==> config.mk <==
export PLATFORM = sky130hd
export DESIGN_NAME = lp_stop_ctrl
export DESIGN_NICKNAME = d
export VERILOG_FILES = /design/src/rtl/lp_stop_ctrl.sv
export SDC_FILE = /design/constraint.sdc
export NUM_CORES = 1
export LEC_CHECK = 0
export BUFFER_PORTS_ARGS = -buffer_cell sky130_fd_sc_hd__buf_2
export CAP_MARGIN = 20
export CORE_MARGIN = 3
export CORE_UTILIZATION = 40
export CTS_CLUSTER_DIAMETER = 200
export CTS_CLUSTER_SIZE = 30
export DETAILED_ROUTE_END_ITERATION = 16
export MAX_ROUTING_LAYER = met4
export PLACE_DENSITY = 0.83
export SYNTH_ARGS = -nofsm -noshare
export SYNTH_HDL_FRONTEND = slang
export SYNTH_SLANG_ARGS = --single-unit
==> constraint.sdc <==
create_clock -name clk -period 1.9 [get_ports clk]
set_input_delay 0.57 -clock clk [delete_from_list [all_inputs] [get_ports clk]]
set_output_delay 0.57 -clock clk [all_outputs]
set_load 0.02 [all_outputs]
==> src/rtl/lp_stop_ctrl.sv <==
module lp_stop_ctrl #(
  parameter int NUM_IRQ = 5
) (
  input  logic               clk,
  input  logic               rst_n,
  input  logic               stop_req,
  input  logic               stop_en,
  input  logic               deep_sel,
  input  logic               dbg_en,
  input  logic               reset_pin_n,
  input  logic [NUM_IRQ-1:0] wake_irq,
  input  logic               dbg_wake,
  input  logic               ack_wr,
  input  logic               ack_wdata,
  output logic               sys_clk_en,
  output logic               reg_standby,
  output logic               io_hold,
  output logic               recov_flag,
  output logic               dbg_clk_en,
  output logic [2:0]         wake_code,
  output logic               illegal_op,
  output logic               sys_reset,
  output logic               dbg_halt
);
  typedef enum logic [1:0] {ST_RUN, ST_SHALLOW, ST_DEEP} st_e;

  localparam logic [2:0] CODE_RST = 3'd1;
  localparam logic [2:0] CODE_DBG = 3'd7;

  st_e        st;
  logic [2:0] irq_code;
  logic       any_irq;
  logic       dbg_go;

  assign any_irq     = |wake_irq;
  assign dbg_go      = dbg_wake && dbg_en;
  assign sys_clk_en  = (st == ST_RUN);
  assign reg_standby = (st != ST_RUN) && !dbg_en;
  assign dbg_clk_en  = (st == ST_RUN) || dbg_en;

  always_comb begin
    irq_code = 3'd0;
    for (int i = NUM_IRQ - 1; i >= 0; i--)
      if (wake_irq[i]) irq_code = 3'(i + 2);
  end

  always_ff @(posedge clk or negedge rst_n) begin
    if (!rst_n) begin
      st         <= ST_RUN;
      io_hold    <= 1'b0;
      recov_flag <= 1'b0;
      wake_code  <= 3'd0;
      illegal_op <= 1'b0;
      sys_reset  <= 1'b0;
      dbg_halt   <= 1'b0;
    end else begin
      illegal_op <= 1'b0;
      sys_reset  <= 1'b0;
      dbg_halt   <= 1'b0;
      case (st)
        ST_RUN: begin
          if (ack_wr && ack_wdata) begin
            io_hold    <= 1'b0;
            recov_flag <= 1'b0;
          end
          if (stop_req) begin
            if (!stop_en) begin
              illegal_op <= 1'b1;
            end else begin
              wake_code <= 3'd0;
              if (deep_sel && !dbg_en) begin
                st      <= ST_DEEP;
                io_hold <= 1'b1;
              end else begin
                st <= ST_SHALLOW;
              end
            end
          end
        end
        ST_SHALLOW: begin
          if (!reset_pin_n) begin
            st        <= ST_RUN;
            wake_code <= CODE_RST;
            sys_reset <= 1'b1;
          end else if (dbg_go) begin
            st        <= ST_RUN;
            wake_code <= CODE_DBG;
            dbg_halt  <= 1'b1;
          end else if (any_irq) begin
            st        <= ST_RUN;
            wake_code <= irq_code;
          end
        end
        ST_DEEP: begin
          if (!reset_pin_n || any_irq || dbg_go) begin
            st         <= ST_RUN;
            wake_code  <= CODE_RST;
            sys_reset  <= 1'b1;
            recov_flag <= 1'b1;
          end
        end
        default: st <= ST_RUN;
      endcase
    end
  end
endmodule

* After elaboration in Yosys (flattened, before gate mapping)
Index checks and enable logic that the tools add are counted.
** Cells by class
- Muxes and demuxes :: 36
- Reduce and logical (&&, ||, !) cells :: 17
- Eq/ne operators :: 7
** Operators by type and width (number)
- two-way mux 3 bit :: 11
- two-way mux 1 bit :: 14
- two-way mux 2 bit :: 7
- one-hot mux 3 bit (3 select lines) :: 1
- inequality test 2 bit (second input constant) :: 3
- one-hot mux 2 bit (3 select lines) :: 1
- AND reduction 5 bit :: 1
- OR reduction 5 bit :: 1
- logical AND 1 bit :: 4
- inequality test 4 bit (second input constant) :: 1
- one-hot mux 1 bit (2 select lines) :: 2
- AND reduction 4 bit :: 1
- nonzero test 2 bit :: 2
- logical OR 1 bit :: 3
- AND reduction 3 bit :: 1
- nonzero test 3 bit :: 1
- == test 2 x 1 -> 1 bit (second input constant) :: 1
- == test 2 bit (second input constant) :: 1
- zero test 1 bit :: 2
- zero test 2 bit :: 1
- inequality test 2 x 1 -> 1 bit (second input constant) :: 1
** Storage, ports and cells
- Logic and storage cells :: 67
- Output and inout port bits :: 11
- Input port bits :: 15
- Register bits :: 10

* Longest topological paths before layout
Gate-level depths: netlist of run 1.
- Word-level depth :: 9
- Mapped depth :: 6
- Depth with buffers taken out :: 6

* Worst setup path after synthesis of run 1
No wires, ideal clock.
- Kind :: register to output
- Start :: reg st[0]
- End :: out reg_standby
- Buffers on the path :: 0
- Data arrival time :: 1.321 ns
- Slack :: 0.009 ns
- Required time :: 1.330 ns
- Cell stages (with the launch flop) :: 5
- Cell sequence :: dfrtp_1 -> inv_1 -> ha_1 -> or2_2 -> inv_1
** On the way
- Word-level cells in the longest chain between the ends :: 2
** Ends and longest elaborated chain
- from (decl) :: line 30 : st_e st;
- from (signal assigned) :: line 49 : st <= ST_RUN;
- from (signal assigned) :: line 72 : st <= ST_DEEP;
- from (signal assigned) :: line 75 : st <= ST_SHALLOW;
- nonzero test 2 bit :: line 38 : assign reg_standby = (st != ST_RUN) && !dbg_en;
- logical AND 1 bit :: line 38
- to (decl) :: line 16 : output logic reg_standby,
Every way passes these cells.

* Worst setup path in the final report of run 1
- Start :: reg st[0]
- End :: reg wake_code[0]
** On the way
- Word-level cells in the longest chain between the ends :: 3
- Elaborated cells between the ends (all ways) :: 10
- Classes of those cells :: 6 x eq/ne; 1 x mux; 3 x reduce/logical
** Ends and longest elaborated chain
- == test 2 x 1 -> 1 bit, or another cell as far along :: line 60 : case (st)
- inequality test 4 bit (no line), or another cell as far along
- AND reduction 5 bit (no line)
- to (signal assigned) :: line 91 : wake_code <= irq_code;
- to (decl) :: line 20 : output logic [2:0] wake_code,
Several ways; a longest one is shown, not always the timed one.
A chain may end at the register's enable or synchronous reset.

==> results.sh, run 1 <==
export IMPL_irDropWorstVdd_mv=0.700
export IMPL_grt_usage_pct=15.2
export IMPL_drc=0
export IMPL_fmax_mhz=541
export IMPL_avgSynthCellArea_um2=9.83
export IMPL_die_w_um=44.7
export IMPL_num_rows=13
export IMPL_place_gp_congestion=0.769
export IMPL_insertion_delay_ps=270
export IMPL_async_flop_share_pct=100
export IMPL_root_buffer="clkbuf_4"
export IMPL_slew_violations=0
export IMPL_routed_wl_mm=1.32
export IMPL_synthesis_area_um2=599
export IMPL_detail_route_antenna_nets=0
export IMPL_setup_violations=0
export IMPL_synthTopCellsByCount="dfrtp_1, nand2_1"
export IMPL_ys_flop_type="dfrtp_1"
export IMPL_final_cells=111
export IMPL_drt_wirelength_per_cell_um=11.9
export IMPL_syn_inst=61
export IMPL_clock_sinks=10
export IMPL_cts_buffers=3
export IMPL_clkPwrFrac_pct=15.9
export IMPL_post_route_util_pct=63.1
export IMPL_finalCritPeriodShare_pct=97.3
export IMPL_vias=562
export IMPL_whs_ps=147
export IMPL_vias_per_cell=5.06
export IMPL_initialDrtViolationCount=21
export IMPL_clockBufferDepth=2
export IMPL_htreeDepth=1
export IMPL_clkSlewWorstSetupHoldPaths_ps=70
export IMPL_p_int_mw=0.728
export IMPL_power_leakage_nw=0.460
export IMPL_post_dp_hpwl_mm=1.04
export IMPL_rsz0062_at_grt="no"
export IMPL_slowest_stage="dfrtp_1"
export IMPL_first_pass_iters=4
export IMPL_yosysTopAreaCell="dfrtp_1"
export IMPL_endpoint_kind="flip-flop"
export IMPL_finClkSkew_ps=0.436
export IMPL_yosys_cell_count_top_type="dfrtp_1"
export IMPL_critPathKind="flip-flop to flip-flop"
export IMPL_seq_power_share_pct=25.7
export IMPL_synth_top_area_share_pct=41.8
export IMPL_drive_above_1_share_pct=47.9
export IMPL_cp_cell_sequence="buf_4, ha_1, or2_1, a41oi_2, nor2b_4, mux2_4"
export IMPL_synth_edf_count=0
export IMPL_antenna_found_initial=0
export IMPL_critPathLaunchType="flip-flop"
export IMPL_cts_tree="done"
export IMPL_min_period_ps=1850
export IMPL_slew_headroom_pct=80.4
export IMPL_p_comb_share_pct=58.3
export IMPL_cp_required_ps=2050
export IMPL_core_area_um2=1350
export IMPL_worst_pin_slew_ps=291
export IMPL_final_hold_violation_count=0
export IMPL_synth_distinct_cells=24
export IMPL_cap_violations=0
export IMPL_overflow=0
export IMPL_cp_slowest_stage_delay_ps=390
export IMPL_place_inst=104
export IMPL_synth_warnings=0
export IMPL_arrival_ps=2000
export IMPL_synth_area_leaders="dfrtp_1, ha_1, mux2_4"
export IMPL_synthToLayoutAreaGrowth_pct=42.2
export IMPL_die_area_um2=2000
export IMPL_die_h_um=44.7
export IMPL_tns_ps=0
export IMPL_antenna_cells=0
export IMPL_ys_ff_latch=10
export IMPL_io_pins=26
export IMPL_grt_pass1_vias=495
export IMPL_place_port_buffers=25
export IMPL_powerDensity_nw_per_um2=1420
export IMPL_switching_share_pct=40.0
export IMPL_cp_max_fo=4
export IMPL_seq_area_frac_synth_pct=41.8
export IMPL_start_util_pct=44.4
export IMPL_final_nets=116
export IMPL_status="finished, final reports clean"
export IMPL_grt_pass1_wl_mm=2.07
export IMPL_syn_num_nets=80
export IMPL_grt_max_degree=11
export IMPL_p_sw_mw=0.486
export IMPL_hp_class="input port to async pin"
## repair_timing
action                     CTS  global route
gates resized for setup      6             4
buffers inserted             3             0
pin swaps                    3             0
setup endpoints to repair    2             2
hold buffers                 0             0
## critical path, delay by kind of cell (launching register included)
family	cells	cell delay, ps
compound gates	1	160
simple gates	2	490
fa+ha+maj	1	230
flops	1	390
mux	1	320
buf+inv	1	150
## layer usage
metal	vias up	share of wire, %	GRT usage (%)
li1	279	-	-
met5	-	0	-
met3	5	12	2.39
met4	0	3.5	13.3
met1	245	43	18.8
met2	33	41	21.2
## cells in the final DEF, fill, tap and decap left out, types with 2 or more instances in the layout
cell type  instances
ha_1               3
inv_2              3
nand2_1            8
nor2_1             4
nand3_1            4
buf_4              6
clkbuf_4           3
a31oi_1            2
dfrtp_1           10
o21ai_0            2
nor2b_1            3
buf_6              2
buf_2             23
mux2_4             3
a21oi_1            4
## final timing paths
kind	start	end	slack, ps	depth (start not counted)
worst max-delay path	st[0]	wake_code[0]	50	6
worst min-delay path	rst_n	dbg_halt	150	1
worst max register to register	st[0]	wake_code[0]	50	6
worst min register to register	io_hold	io_hold	460	2
max in group asynchronous	rst_n	st[1]	1570	1
min in group clk	io_hold	io_hold	460	2
## power by group through the flow
stage	sequential, mW	clock (mW)	combinational, mW
3_5_place_dp	0.320	0	0.594
2_1_floorplan	0.379	0	0.351
4_1_cts	0.313	0.195	0.684
5_1_grt	0.321	0.205	0.765
3_3_place_gp	0.316	0	0.577
6_report	0.312	0.193	0.708
## registers in the layout, summed over array words and instances, names as in the netlist
signal	count
wake_code	3
sys_reset	1
st	2
io_hold	1
recov_flag	1
dbg_halt	1
illegal_op	1
## metrics by stage
stage	cell area [um2]	power, mW	setup WS [ps]
global route	852	1.29	6.25
CTS	843	1.19	6.44
finish	852	1.21	51.4
floorplan	599	0.730	9.07
global placement	766	0.893	118
detailed placement	766	0.914	76.5
## logic make-up (layout without fill, tap and decap cells)
family / after synthesis / count (layout) / synth area share (%)
buffers and inverters: 4 / 39 / 2.50
flip-flops: 10 / 10 / 41.8
AO/OA/AOI/OAI: 12 / 12 / 13.6
multiplexers: 4 / 4 / 9.19
adder cells (fa/ha/maj): 4 / 4 / 8.35
AND/OR/NAND/NOR: 27 / 27 / 24.6
## layout make-up
type | count | area, um2
timing repair buffer | 31 | 183
multi-input combinational | 47 | 349
clock buffer | 4 | 36.3
sequential | 10 | 250
fill | 113 | 498
inverter | 4 | 15.0
tap | 15 | 18.8
Note: power is estimated with default switching activity, not from simulation.
==> inputs of run 2 (changes only) <==
SETUP_SLACK_MARGIN = 0.2   (was default)
==> run 2 against run 1 <==
Worst setup slack improved by 1.4 ps. Register-to-register slack improved by 40 ps. Combinational power rose by 21%. Critical endpoint is now reg_standby.
==> results.sh, run 2 (synthesis results as in run 1) <==
export IMPL_cap_violations=0
export IMPL_maxUsedRoutingLayer="met4"
export IMPL_die_w_um=44.7
export IMPL_clockBufferDepth=2
export IMPL_m1WireLength_um=639
export IMPL_final_nets=120
export IMPL_cts_tree="done"
export IMPL_routed_wl_mm=1.52
export IMPL_vias_per_cell=5.10
export IMPL_fmax_mhz=541
export IMPL_cp_required_ps=1330
export IMPL_fin_ws_ps=52.8
export IMPL_critPathKind="flip-flop to output pin"
export IMPL_r2r_start="st[0]"
export IMPL_critPathLaunchType="flip-flop"
export IMPL_largest_register_ffs=3
export IMPL_cts_buffers=3
export IMPL_grt_usage_pct=17.4
export IMPL_clock_sinks=10
export IMPL_drive_above_1_share_pct=54.0
export IMPL_rrSetupSlack_ps=90
export IMPL_drc=0
export IMPL_antenna_found_initial=0
export IMPL_initialDrtViolationCount=8
export IMPL_detail_route_antenna_nets=0
export IMPL_grt_pass1_vias=550
export IMPL_vias=586
export IMPL_wl_met3_um=140
export IMPL_route_met2_wl_um=722
export IMPL_htreeDepth=1
export IMPL_finClkSkew_ps=6.53
export IMPL_clkSlewWorstSetupHoldPaths_ps=70
export IMPL_arrival_ps=1280
export IMPL_insertion_delay_ps=270
export IMPL_io_pins=26
export IMPL_worst_pin_slew_ps=288
export IMPL_largestRegisters="wake_code x3, st x2"
export IMPL_core_area_um2=1350
export IMPL_pre_cts_slack_ps=74.8
export IMPL_tns_ps=0
export IMPL_largest_register="wake_code"
export IMPL_die_h_um=44.7
export IMPL_hp_class="input port to async pin"
export IMPL_final_cell_mix="buf_2, dfrtp_1, buf_4"
export IMPL_multi_input_area_um2=360
export IMPL_powerDensity_nw_per_um2=1520
export IMPL_min_period_ps=1850
export IMPL_status="finished, final reports clean"
export IMPL_final_common_cell="buf_2"
export IMPL_slew_headroom_pct=80.7
export IMPL_drt_wirelength_per_cell_um=13.2
export IMPL_post_dp_hpwl_mm=1.07
export IMPL_reg2reg_to="wake_code[0]"
export IMPL_die_area_um2=2000
export IMPL_first_pass_iters=4
export IMPL_final_hold_violation_count=0
export IMPL_irDropWorstVdd_mv=0.802
export IMPL_power_leakage_nw=0.480
export IMPL_endpoint_kind="output pin"
export IMPL_antenna_cells=0
export IMPL_finalCritPeriodShare_pct=97.2
export IMPL_setup_violations=0
export IMPL_grt_max_degree=11
export IMPL_slew_violations=0
export IMPL_regArea_um2=250
export IMPL_grt_pass1_wl_mm=2.42
export IMPL_place_gp_congestion=0.778
export IMPL_synthToLayoutAreaGrowth_pct=50.7
export IMPL_start_util_pct=44.4
export IMPL_post_route_util_pct=66.9
export IMPL_n_fill_cell=114
export IMPL_overflow=0
export IMPL_num_rows=13
export IMPL_cp_max_fo=5
export IMPL_root_buffer="clkbuf_4"
export IMPL_whs_ps=148
export IMPL_place_port_buffers=25
export IMPL_reg2reg_depth=6
export IMPL_rsz0062_at_grt="yes"
run 2: layer usage:
metal  up-vias  global-route usage, %
li1        289                      -
met5         -                      -
met2        29                   27.2
met4         0                   10.8
met3         2                   1.99
met1       266                   21.3
run 2: area by class of cell:
cell class,instances,area share [%]
repair buffers,35,24.7
clock buffers,4,4.02
flip-flops and latches,10,27.7
well taps,15,2.08
inverters,4,1.66
multi-input cells,47,39.9
run 2: power by group:
part	total, mW	switching (mW)	internal, mW
registers	0.316	0.0365	0.280
clock network	0.196	0.0800	0.116
logic	0.860	0.406	0.454
run 2: timing repair:
action,4_1_cts,5_1_grt
hold buffers,0,0
setup endpoints to repair,6,8
setup buffers,7,2
pin swaps,3,2
gates cloned,0,0
resized for setup,7,3
run 2: worst max-delay path, stage by stage, from the launching register on:
cell and delay (ps):
dfrtp_1 370, inv_2 70, ha_4 180, or2_4 240, inv_2 60, buf_6 100
run 2: how the worst max path moves through the flow:
stage | slack [ps] | start | cells past startpoint | end
after floorplan | 200 | st[0] | 6 | wake_code[0]
after global placement | 130 | st[1] | 6 | wake_code[0]
after detailed placement | 70 | st[1] | 6 | wake_code[0]
after CTS | 40 | st[0] | 5 | reg_standby
after global routing | 20 | st[1] | 5 | reg_standby
final | 50 | st[0] | 5 | reg_standby
run 2: per-stage QoR:
step	cells	power [mW]	area, um2
6_report	115	1.37	903
5_1_grt	115	1.45	903
4_1_cts	113	1.31	882
3_5_place_dp	102	0.957	771
3_3_place_gp	102	0.933	771
2_1_floorplan	61	0.784	619
==> inputs of run 3 (changes only) <==
PLACE_DENSITY = 0.69   (was 0.83)
==> run 3 against run 2 <==
Maximum frequency increased by 0.74%. Sequential power hardly changed. Global-route usage up 0.96 points. Wire length shrank 3.6%. Critical path depth is the same. Largest power group unchanged. First-iteration DRC count is 50% lower. Hold slack got worse by 7.7 ps. Core utilization decreased by 1.7 points. Non-clock buffer count is 3 lower. Combinational power fell by 7.0%. Worst setup slack improved by 14 ps. Design area decreased by 2.5%.
==> results.sh, run 3 (synthesis results as in run 1) <==
export IMPL_status="finished, final reports clean"
export IMPL_overflow=0
export IMPL_slew_violations=0
export IMPL_antenna_cells=0
export IMPL_vias_per_cell=5.21
export IMPL_fin_ws_ps=66.5
export IMPL_antenna_found_initial=0
export IMPL_irDropWorstVdd_mv=0.838
export IMPL_crit_start="st[0]"
export IMPL_start_util_pct=44.4
export IMPL_cap_violations=0
export IMPL_arrival_ps=1260
export IMPL_powerDensity_nw_per_um2=1490
export IMPL_final_cell_mix="buf_2, dfrtp_1, nand2_1"
export IMPL_finClkSkew_ps=4.94
export IMPL_num_rows=13
export IMPL_clock_sinks=10
export IMPL_drive_above_1_share_pct=50.5
export IMPL_critPathKind="flip-flop to output pin"
export IMPL_critPathLaunchType="flip-flop"
export IMPL_critPathMostFrequentCell="inv_2"
export IMPL_slew_headroom_pct=78.8
export IMPL_final_nets=117
export IMPL_core_area_um2=1350
export IMPL_routed_wl_mm=1.47
export IMPL_drc=0
export IMPL_endpoint_kind="output pin"
export IMPL_die_area_um2=2000
export IMPL_clockBufferDepth=2
export IMPL_clkPwrFrac_pct=15.3
export IMPL_largest_register_ffs=3
export IMPL_tns_ps=0
export IMPL_holdBufCountCts=0
export IMPL_worst_pin_slew_ps=318
export IMPL_final_hold_violation_count=0
export IMPL_hp_class="input port to async pin"
export IMPL_post_dp_hpwl_mm=1.08
export IMPL_root_buffer="clkbuf_4"
export IMPL_insertion_delay_ps=280
export IMPL_finalCritPeriodShare_pct=96.5
export IMPL_synthToLayoutAreaGrowth_pct=47.0
export IMPL_seq_power_share_pct=23.9
export IMPL_place_gp_congestion=0.806
export IMPL_detail_route_antenna_nets=0
export IMPL_switching_share_pct=39.8
export IMPL_p_sw_mw=0.523
export IMPL_crit_family="flip-flops"
export IMPL_cp_required_ps=1330
export IMPL_final_common_cell="buf_2"
export IMPL_fmax_mhz=545
export IMPL_rsz0062_at_grt="yes"
export IMPL_grt_usage_pct=18.4
export IMPL_p_comb_share_pct=60.8
export IMPL_largest_register="wake_code"
export IMPL_r2r_start="st[0]"
export IMPL_grt_max_degree=11
export IMPL_htreeDepth=1
export IMPL_pre_cts_slack_ps=99.2
export IMPL_cp_max_fo=3
export IMPL_cp_slowest_stage_delay_ps=360
export IMPL_slowest_stage="dfrtp_1"
export IMPL_vias=584
export IMPL_power_leakage_nw=0.465
export IMPL_die_h_um=44.7
export IMPL_cts_buffers=3
export IMPL_io_pins=26
export IMPL_whs_ps=140
export IMPL_drt_wirelength_per_cell_um=13.1
export IMPL_cts_tree="done"
export IMPL_place_port_buffers=25
export IMPL_grt_pass1_wl_mm=2.50
export IMPL_p_int_mw=0.791
export IMPL_first_pass_iters=4
export IMPL_setup_violations=0
export IMPL_clkSlewWorstSetupHoldPaths_ps=70
export IMPL_min_period_ps=1830
export IMPL_n_fill_cell=110
export IMPL_initialDrtViolationCount=4
export IMPL_grt_pass1_vias=565
export IMPL_cp_cell_sequence="inv_2, ha_4, or2_4, inv_2, buf_6"
export IMPL_path_buf_inv=3
export IMPL_largestRegisters="wake_code x3, st x2"
export IMPL_die_w_um=44.7
[run 3: changes by cell type in the layout (fill, tap and decap cells not counted), sizes merged]
cell	previous run	this run
buf	35	32
[run 3: routing by layer]
layer,vias up,share of wire (%),wire length (um),track usage (%)
li1,282,-,-,-
met1,276,43,632,23.3
met2,21,46,678,25.8
met4,0,2.7,39,10.8
met3,5,7.8,115,5.18
met5,-,0,0,-
[run 3: stage by stage]
| stage | power [mW] | cells | instance area [um2] | utilization (%) |
|---|---|---|---|---|
| 4_1_cts | 1.31 | 112 | 881 | 65.2 |
| 6_report | 1.31 | 112 | 881 | 65.2 |
| 3_5_place_dp | 0.960 | 102 | 771 | 57.1 |
| 5_1_grt | 1.42 | 112 | 881 | 65.2 |
| 3_3_place_gp | 0.937 | 102 | 771 | 57.1 |
| 2_1_floorplan | 0.784 | 61 | 619 | - |
[run 3: final cells by class]
cell class                      instances  area [um2]  area share (%)
Inverter                                4        15.0            1.70
Tap cell                               15        18.8            2.13
Timing Repair Buffer                   32         196            22.3
Multi-Input combinational cell         47         364            41.3
Clock buffer                            4        36.3            4.12
Sequential cell                        10         250            28.4
[run 3: final timing paths]
| path | end | slack, ps | cells after the start |
|---|---|---|---|
| worst min register to register | io_hold | 460 | 2 |
| min in group clk | illegal_op | 460 | 2 |
| max in group asynchronous | wake_code[1] | 1560 | 1 |
| worst min-delay path | io_hold | 140 | 1 |
| worst max-delay path | reg_standby | 70 | 5 |
| worst max register to register | wake_code[2] | 110 | 6 |
[run 3: power by group through the flow]
stage	clock, mW	combinational [mW]	sequential (mW)
after floorplan	0	0.401	0.383
after global placement	0	0.615	0.322
after detailed placement	0	0.635	0.325
after CTS	0.205	0.795	0.314
after global routing	0.219	0.874	0.324
final	0.201	0.800	0.314
[run 3: repair_timing]
item                                    4_1_cts  5_1_grt
gates resized for setup                       7        0
setup buffers                                 6        0
endpoints found under the setup margin        6        7
pin swaps                                     4        1
